### src/rtl/alu_pkg.sv
package alu_pkg;

    // carry-in select field (opcode bits 5:4)
    localparam logic [1:0] CIN_ZERO  = 2'b00;
    localparam logic [1:0] CIN_ONE   = 2'b01;
    localparam logic [1:0] CIN_EXT   = 2'b10;
    localparam logic [1:0] CIN_EXT_N = 2'b11;

    // second adder operand select (function bits 1:0 in arithmetic mode)
    localparam logic [1:0] YSEL_B    = 2'b00;
    localparam logic [1:0] YSEL_A    = 2'b01;
    localparam logic [1:0] YSEL_ZERO = 2'b10;
    localparam logic [1:0] YSEL_ONES = 2'b11;

    typedef struct packed {
        logic       logic_mode;
        logic       invert;
        logic [1:0] cin_sel;
        logic [3:0] fn;
    } opcode_t;

endpackage

### src/rtl/alu_operand_path.sv
module alu_operand_path #(
    parameter int WIDTH = 16
) (
    input  logic [WIDTH-1:0] a,
    input  logic [WIDTH-1:0] b,
    input  logic             invert,
    input  logic [2:0]       fn_ctl,
    output logic [WIDTH-1:0] x_op,
    output logic [WIDTH-1:0] y_op
);
    import alu_pkg::*;

    logic [WIDTH-1:0] y_raw;

    always_comb begin
        unique case (fn_ctl[1:0])
            YSEL_B:    y_raw = b;
            YSEL_A:    y_raw = a;
            YSEL_ZERO: y_raw = '0;
            default:   y_raw = '1;
        endcase
    end

    // fn_ctl[2] chooses which adder input the inverter acts on
    always_comb begin
        x_op = a;
        y_op = y_raw;
        if (invert) begin
            if (fn_ctl[2]) x_op = ~a;
            else           y_op = ~y_raw;
        end
    end

endmodule

### src/rtl/alu_adder.sv
module alu_adder #(
    parameter int WIDTH = 16
) (
    input  logic [WIDTH-1:0] x_op,
    input  logic [WIDTH-1:0] y_op,
    input  logic             cin,
    output logic [WIDTH-1:0] sum,
    output logic             cout
);
    logic [WIDTH:0] chain;

    assign chain[0] = cin;

    for (genvar i = 0; i < WIDTH; i++) begin : g_bit
        logic prop;
        assign prop         = x_op[i] ^ y_op[i];
        assign sum[i]       = prop ^ chain[i];
        assign chain[i+1]   = (x_op[i] & y_op[i]) | (prop & chain[i]);
    end

    assign cout = chain[WIDTH];

endmodule

### src/rtl/alu_truth_table.sv
module alu_truth_table #(
    parameter int WIDTH = 16
) (
    input  logic [WIDTH-1:0] a,
    input  logic [WIDTH-1:0] b,
    input  logic [3:0]       table_bits,
    output logic [WIDTH-1:0] f
);
    // each bit indexes the shared 4-entry table with its own {a,b}
    for (genvar i = 0; i < WIDTH; i++) begin : g_lut
        assign f[i] = table_bits[{a[i], b[i]}];
    end

endmodule

### src/rtl/alu_shared_core.sv
module alu_shared_core #(
    parameter int WIDTH = 16
) (
    input  logic             clk,
    input  logic             rst_n,
    input  logic [7:0]       opcode,
    input  logic [WIDTH-1:0] a,
    input  logic [WIDTH-1:0] b,
    input  logic             carry_in,
    output logic [WIDTH-1:0] result,
    output logic             flag_carry,
    output logic             flag_zero,
    output logic             flag_neg,
    output logic             flag_ovf
);
    import alu_pkg::*;

    localparam int MSB = WIDTH - 1;

    typedef struct packed {
        logic [WIDTH-1:0] res;
        logic             c;
        logic             z;
        logic             n;
        logic             v;
    } out_state_t;

    opcode_t          op;
    logic [WIDTH-1:0] x_op, y_op, sum, lut_out;
    logic             cin, cout;
    out_state_t       state_d, state_q;

    assign op = opcode_t'(opcode);

    alu_operand_path #(.WIDTH(WIDTH)) u_operands (
        .a      (a),
        .b      (b),
        .invert (op.invert),
        .fn_ctl (op.fn[2:0]),
        .x_op   (x_op),
        .y_op   (y_op)
    );

    always_comb begin
        unique case (op.cin_sel)
            CIN_ZERO: cin = 1'b0;
            CIN_ONE:  cin = 1'b1;
            CIN_EXT:  cin = carry_in;
            default:  cin = ~carry_in;
        endcase
    end

    alu_adder #(.WIDTH(WIDTH)) u_adder (
        .x_op (x_op),
        .y_op (y_op),
        .cin  (cin),
        .sum  (sum),
        .cout (cout)
    );

    alu_truth_table #(.WIDTH(WIDTH)) u_table (
        .a          (a),
        .b          (b),
        .table_bits (op.fn),
        .f          (lut_out)
    );

    always_comb begin
        state_d = '0;
        if (op.logic_mode) begin
            state_d.res = lut_out;
            state_d.c   = 1'b0;
            state_d.v   = 1'b0;
        end else begin
            state_d.res = sum;
            state_d.c   = cout;
            state_d.v   = (x_op[MSB] == y_op[MSB]) && (sum[MSB] != x_op[MSB]);
        end
        state_d.z = ~|state_d.res;
        state_d.n = state_d.res[MSB];
    end

    always_ff @(posedge clk or negedge rst_n) begin
        if (!rst_n) state_q <= '0;
        else        state_q <= state_d;
    end

    assign result     = state_q.res;
    assign flag_carry = state_q.c;
    assign flag_zero  = state_q.z;
    assign flag_neg   = state_q.n;
    assign flag_ovf   = state_q.v;

    // plain add with zero carry-in
    a_r2_plain_add: assert property (@(posedge clk) disable iff (!rst_n)
        (opcode == 8'h00) |=> ({flag_carry, result} == ({1'b0, $past(a)} + {1'b0, $past(b)})));

    // subtract opcode
    a_r3_subtract: assert property (@(posedge clk) disable iff (!rst_n)
        (opcode == 8'h50) |=> (result == ($past(a) - $past(b))));

    // shift left via A + A
    a_r6_shift_left: assert property (@(posedge clk) disable iff (!rst_n)
        (opcode == 8'h01) |=> ((result == ($past(a) << 1)) && (flag_carry == $past(a[MSB]))));

    // AND through the truth table
    a_r7_and_table: assert property (@(posedge clk) disable iff (!rst_n)
        (opcode == 8'h88) |=> (result == ($past(a) & $past(b))));

    // logic mode clears carry and overflow
    a_r8_logic_flags: assert property (@(posedge clk) disable iff (!rst_n)
        opcode[7] |=> (!flag_carry && !flag_ovf));

endmodule

### config.mk
export PLATFORM = sky130hd
export DESIGN_NAME = alu_shared_core
export DESIGN_NICKNAME = d
export VERILOG_FILES = /design/src/rtl/alu_pkg.sv /design/src/rtl/alu_operand_path.sv /design/src/rtl/alu_adder.sv /design/src/rtl/alu_truth_table.sv /design/src/rtl/alu_shared_core.sv
export SDC_FILE = /design/constraint.sdc
export NUM_CORES = 1
export LEC_CHECK = 0
export ABC_CLOCK_PERIOD_IN_PS = 800
export BUFFER_PORTS_ARGS = -buffer_cell sky130_fd_sc_hd__buf_4
export CAP_MARGIN = 20
export CELL_PAD_IN_SITES_DETAIL_PLACEMENT = 2
export CELL_PAD_IN_SITES_GLOBAL_PLACEMENT = 2
export CORE_MARGIN = 2
export CORE_UTILIZATION = 29
export CTS_CLUSTER_DIAMETER = 150
export CTS_CLUSTER_SIZE = 40
export DETAILED_ROUTE_END_ITERATION = 8
export GPL_TIMING_DRIVEN = 0
export PLACE_DENSITY_LB_ADDON = 0.12
export SETUP_SLACK_MARGIN = 0.02
export SYNTH_ARGS = -nofsm -noshare
export SYNTH_HDL_FRONTEND = slang
export SYNTH_SLANG_ARGS = --single-unit
### constraint.sdc
create_clock -name clk -period 0.8 [get_ports clk]
set_input_delay 0.04 -clock clk [delete_from_list [all_inputs] [get_ports clk]]
set_output_delay 0.04 -clock clk [all_outputs]
set_load 0.02 [all_outputs]
* Word-level counts from Yosys, hierarchy flattened
Index checks and enable logic that the tools add are counted.
Operators by class: add/subtract/negate cells 0, multipliers 0, divide/modulo/power cells 0, order comparisons 16, eq/ne operators 6, shift-type cells 0, mux-type cells 40, bitwise gates (word level) 83, reduce and logical (&&, ||, !) cells 5
Operator list (number):
- 16-bit two-way mux | 4
- 2-bit by 3-bit < comparator with 1-bit output (second input constant) | 16
- 16-bit one-hot mux with 3 select lines | 1
- 1-bit bitwise AND | 32
- 1-bit binary-select mux with 2-bit select | 16
- 16-bit inverter | 2
- 1-bit XOR | 32
- 1-bit two-way mux | 17
- 17-bit two-way mux | 1
- 1-bit bitwise OR | 16
- 16-bit OR reduction | 1
- 2-bit by 1-bit == test with 1-bit output (second input constant) | 2
- 2-bit == test (second input constant) | 2
- 2-bit zero test | 2
- 1-bit one-hot mux with 3 select lines | 1
- 1-bit == test | 1
- 1-bit logical AND | 1
- 1-bit zero test | 1
- 1-bit inequality test | 1
- 1-bit inverter | 1
Word-level totals: flip-flop bits (word level) 20, bits in latches 0, RAM bits 0, ROM bits 0, output and inout port bits 20, memories 0

* Logic depth before layout (Yosys ltp)
depth after elaboration 41, mapped depth 26, gate-level depth less buffers 24

* By module
From an unflattened synthesis, not the netlist that was laid out.
Second synthesis, totals: cells, all modules 172, area total of the unflattened synthesis 2170.8 sq um
Modules (own cells, without submodules):
- alu_shared_core | instances 1, cells each 51, area an instance 773.2 sq um, sequential area each 475.5 sq um
- alu_operand_path | instances 1, cells each 75, area an instance 626.9 sq um, sequential area each 0.0 sq um
- alu_truth_table | instances 1, cells each 20, area an instance 412.9 sq um, sequential area each 0.0 sq um
- alu_adder | instances 1, cells each 26, area an instance 357.8 sq um, sequential area each 0.0 sq um

* Least setup slack after synthesis
OpenSTA, ideal clock, no wires.
path kind input -> register, start input port opcode[2], end register state_q (netlist bit flag_zero), library setup time 0.067 ns, arrival time 8.469 ns, setup slack -7.736 ns, cell stages on the path 26, path through buf_6 > buf_2 > nor2b_1 > buf_2 > xor2_1 > fa_1 > inv_1 > fa_1 > fa_1 > fa_1 > fa_1 > fa_1 > fa_1 > fa_1 > fa_1 > fa_1 > fa_1 > fa_1 > fa_1 > fa_1 > fa_1 > fa_1 > nor2b_1 > a311o_1 > nor4_1 > and3_1
RTL lines:
- from (decl) | line alu_shared_core.sv:6 | input logic [7:0] opcode,
- to (signal assigned) | line alu_shared_core.sv:85 | else state_q <= state_d;
- to (decl) | line alu_shared_core.sv:31 | out_state_t state_d, state_q;

==> flow_summary.toml <==
[logic_synthesis]
ys.flop_type = "dfrtp_1"
yosysSeqAreaShare = 0.2171
syn_inst = 229
yosys.cell_types.count = 31
syn_area_per_cell_um2 = 9.562
async_flop_share = 1.000
synth_edf_count = 0
syn_area_mm2 = 0.002190
yosys_warnings = 0
syn-num-nets = 289
ys_seq_elements = 19

[run_status]
violations = "negative setup slack"
status = "finished with violations"

[timing]
setup_viol = 23
maxSlewViolCount = 0
clock.fmax_mhz = 140.7
final.hold.worst_slack_ns = 0.1055
hold_violations = 0
relSlewSlack = 0.7300
tightestPinTransition_ns = 0.4021
worst_slack_ns = -6.306
rsz0062_at_grt = "true"
period_needed_ns = 7.106
fin_crit_sh = 8.882

[cts]
clkSinkCount = 19
clkTransAtPathRegs_ns = 0.06
cts_inserted_buffers = 3
htree_levels = 1
cts_tree = "yes"
cts_max_path_buffers = 2
root_buffer = "clkbuf_8"

[power_and_ir_drop]
power_frac_clock = 0.116
power_density_mw_per_mm2 = 1600
power.total_uw = 5324
pwr-share-seq = 0.243
comb_power_share = 0.641
power.switching_uw = 2066
power_leakage_uw = 0.001398
irDropWorstVdd_v = 0.0004963
p_int_uw = 3258
p_sw_frac = 0.3881

[layout]
stdcell_area_mm2 = 0.003327
final_nets = 368
multi_input_area_mm2 = 0.001810
n_fill_cell = 785
diodes = 0
drive_gt1_frac = 0.4723
seq_area_um2 = 475.5
area_growth_pct = 51.94

[global_route]
antenna_found_initial = 0
grt_usage = 0.1869
grt_overflow = 0
first_global_vias = 2145
grt_max_degree = 20
grt_pass1_wl_mm = 12.10

[worst_hold_path]
min_from = "a[10]"
holdPathEnd = "result[10]"
hp-class = "in2reg"
holdPathStages = 2

[worst_setup_path]
crit_path_end_kind = "flop"
start_kind = "input pin"
critPathKind = "in2reg"
cp.required_ns = 0.99
arrival_ns = 7.29
crit_fanout = 10

[routing]
drt_wl_total_mm = 7.702
drt_iter0_markers = 75
drtPass1Iterations = 4
viasPerCell = 4.975
drc = 0
drt-wirelength-per-cell_um = 18.97
ant_nets = 0
num_vias = 2020

[floorplan]
num_rows = 31
pin_count = 63
core_mm2 = 0.007292
die_y_um = 90.89
initial_core_util = 0.3003
die_area_mm2 = 0.008261
chipWidth_um = 90.89

[placement]
gp_congestion = 0.8287
numPortBuffers = 61
hpwl_mm = 5.820
placed_cell_area_mm2 = 0.002878

[run]
max-cap-violations = 0
## cells by family (layout without fill, tap and decap cells)
kind of cell / count (synthesis) / after routing / synth area share
and+or+nand+nor: 69 / 69 / 0.1680
xor gates and xnor gates: 34 / 34 / 0.1360
muxes: 33 / 33 / 0.1543
AOI/OAI and AO/OA: 32 / 32 / 0.1086
buffers and inverters: 25 / 103 / 0.06400
DFF: 19 / 19 / 0.2171
adders and majority gates: 17 / 17 / 0.1520
## per-stage QoR
stage | TNS (ns) | setup WS (ns) | util | std cells
after floorplan | -67.79 | -6.143 | - | 229
after global placement | -77.97 | -6.838 | 0.3946 | 389
after detailed placement | -78.54 | -6.836 | 0.3946 | 389
after CTS | -69.71 | -6.347 | 0.4377 | 402
after global routing | -70.96 | -6.501 | 0.4562 | 406
final | -68.59 | -6.306 | 0.4562 | 406
## metal layers
layer | vias to the layer above | global-route usage | routed length (um)
li1 | 953 | - | -
met1 | 1016 | 0.2641 | 3585
met2 | 47 | 0.3203 | 3831
met3 | 4 | 0.01419 | 248
met4 | 0 | 0.02652 | 36
met5 | - | 0 | 0
## Yosys cell counts, types with 5 or more instances
master    count  area, um^2
dfrtp_1      19       475.5
inv_1         5       18.77
buf_2         7       35.03
nor3b_1       5       37.54
nand2_1      17       63.81
xnor2_1      31       271.5
nor2_1       12       45.04
clkbuf_1      5       18.77
mux2_2        6       67.56
o22ai_1      16       100.1
mux2i_1      27       270.3
fa_1         16       320.3
nor2b_1      23       143.9
## worst max-delay path, cell delays in order
cell and delay (ns):
buf_8 0.12, buf_12 0.14, nor2b_2 0.13, buf_6 0.12, xor2_2 0.15, fa_2 0.22, inv_2 0.04, fa_2 0.34
fa_2 0.36, fa_2 0.36, fa_2 0.37, fa_2 0.37, fa_2 0.36, fa_2 0.35, fa_2 0.36, fa_2 0.35
fa_2 0.35, fa_2 0.36, fa_2 0.36, fa_2 0.37, fa_2 0.36, fa_2 0.47, nor2b_4 0.14, a311o_1 0.35
nor4_2 0.18, and3_1 0.18
## worst max-delay path by stage
stage | startpoint | endpoint | slack (ns) | cells after the start
6_report | opcode[2] | flag_zero | -6.31 | 26
4_1_cts | opcode[1] | flag_zero | -6.35 | 26
5_1_grt | opcode[2] | flag_zero | -6.50 | 26
3_3_place_gp | opcode[1] | flag_zero | -6.84 | 24
2_1_floorplan | opcode[2] | flag_zero | -6.14 | 26
3_5_place_dp | opcode[1] | flag_zero | -6.84 | 24
## area by class of cell
type	count	share of cell area
tap	99	0.03723
clock buffer	4	0.01354
buffer	18	0.05679
timing repair buffer	75	0.1986
multi-input combinational	185	0.5442
sequential	19	0.1429
inverter	6	0.006769
## registers in the layout (all words and copies together), names as in the netlist
register,cells
flag_carry,1
result,16
flag_zero,1
flag_ovf,1
## power by group through the flow
stage	Sequential, uW	Clock, uW	Combinational (uW)
after floorplan	1560	0	1430
after global placement	1250	0	2770
after detailed placement	1260	0	2850
after CTS	1300	628	3230
after global routing	1320	667	3700
final	1290	620	3410
## repair_timing
action                                  in CTS  in global routing
endpoints found under the setup margin      39                 39
setup buffers                                8                  6
hold buffers                                 1                  0
pin swaps                                    3                  2
hold endpoints to repair                    19                  0
gates resized for setup                     51                 26
## cell usage in the layout (no fill, tap or decap), types with 4 or more instances in the layout
master	synthesis	final
nor3b_1	5	5
buf_6	3	23
buf_12	0	4
inv_2	1	6
nand2_1	17	14
xnor2_1	31	31
nor2b_1	23	19
nor3_1	4	4
fa_2	0	16
mux2_2	6	6
mux2i_1	27	27
buf_4	4	56
nor2_1	12	12
a311o_1	4	4
dfrtp_1	19	19
o22ai_1	16	15
No activity file was read; power rests on OpenSTA's default activity.
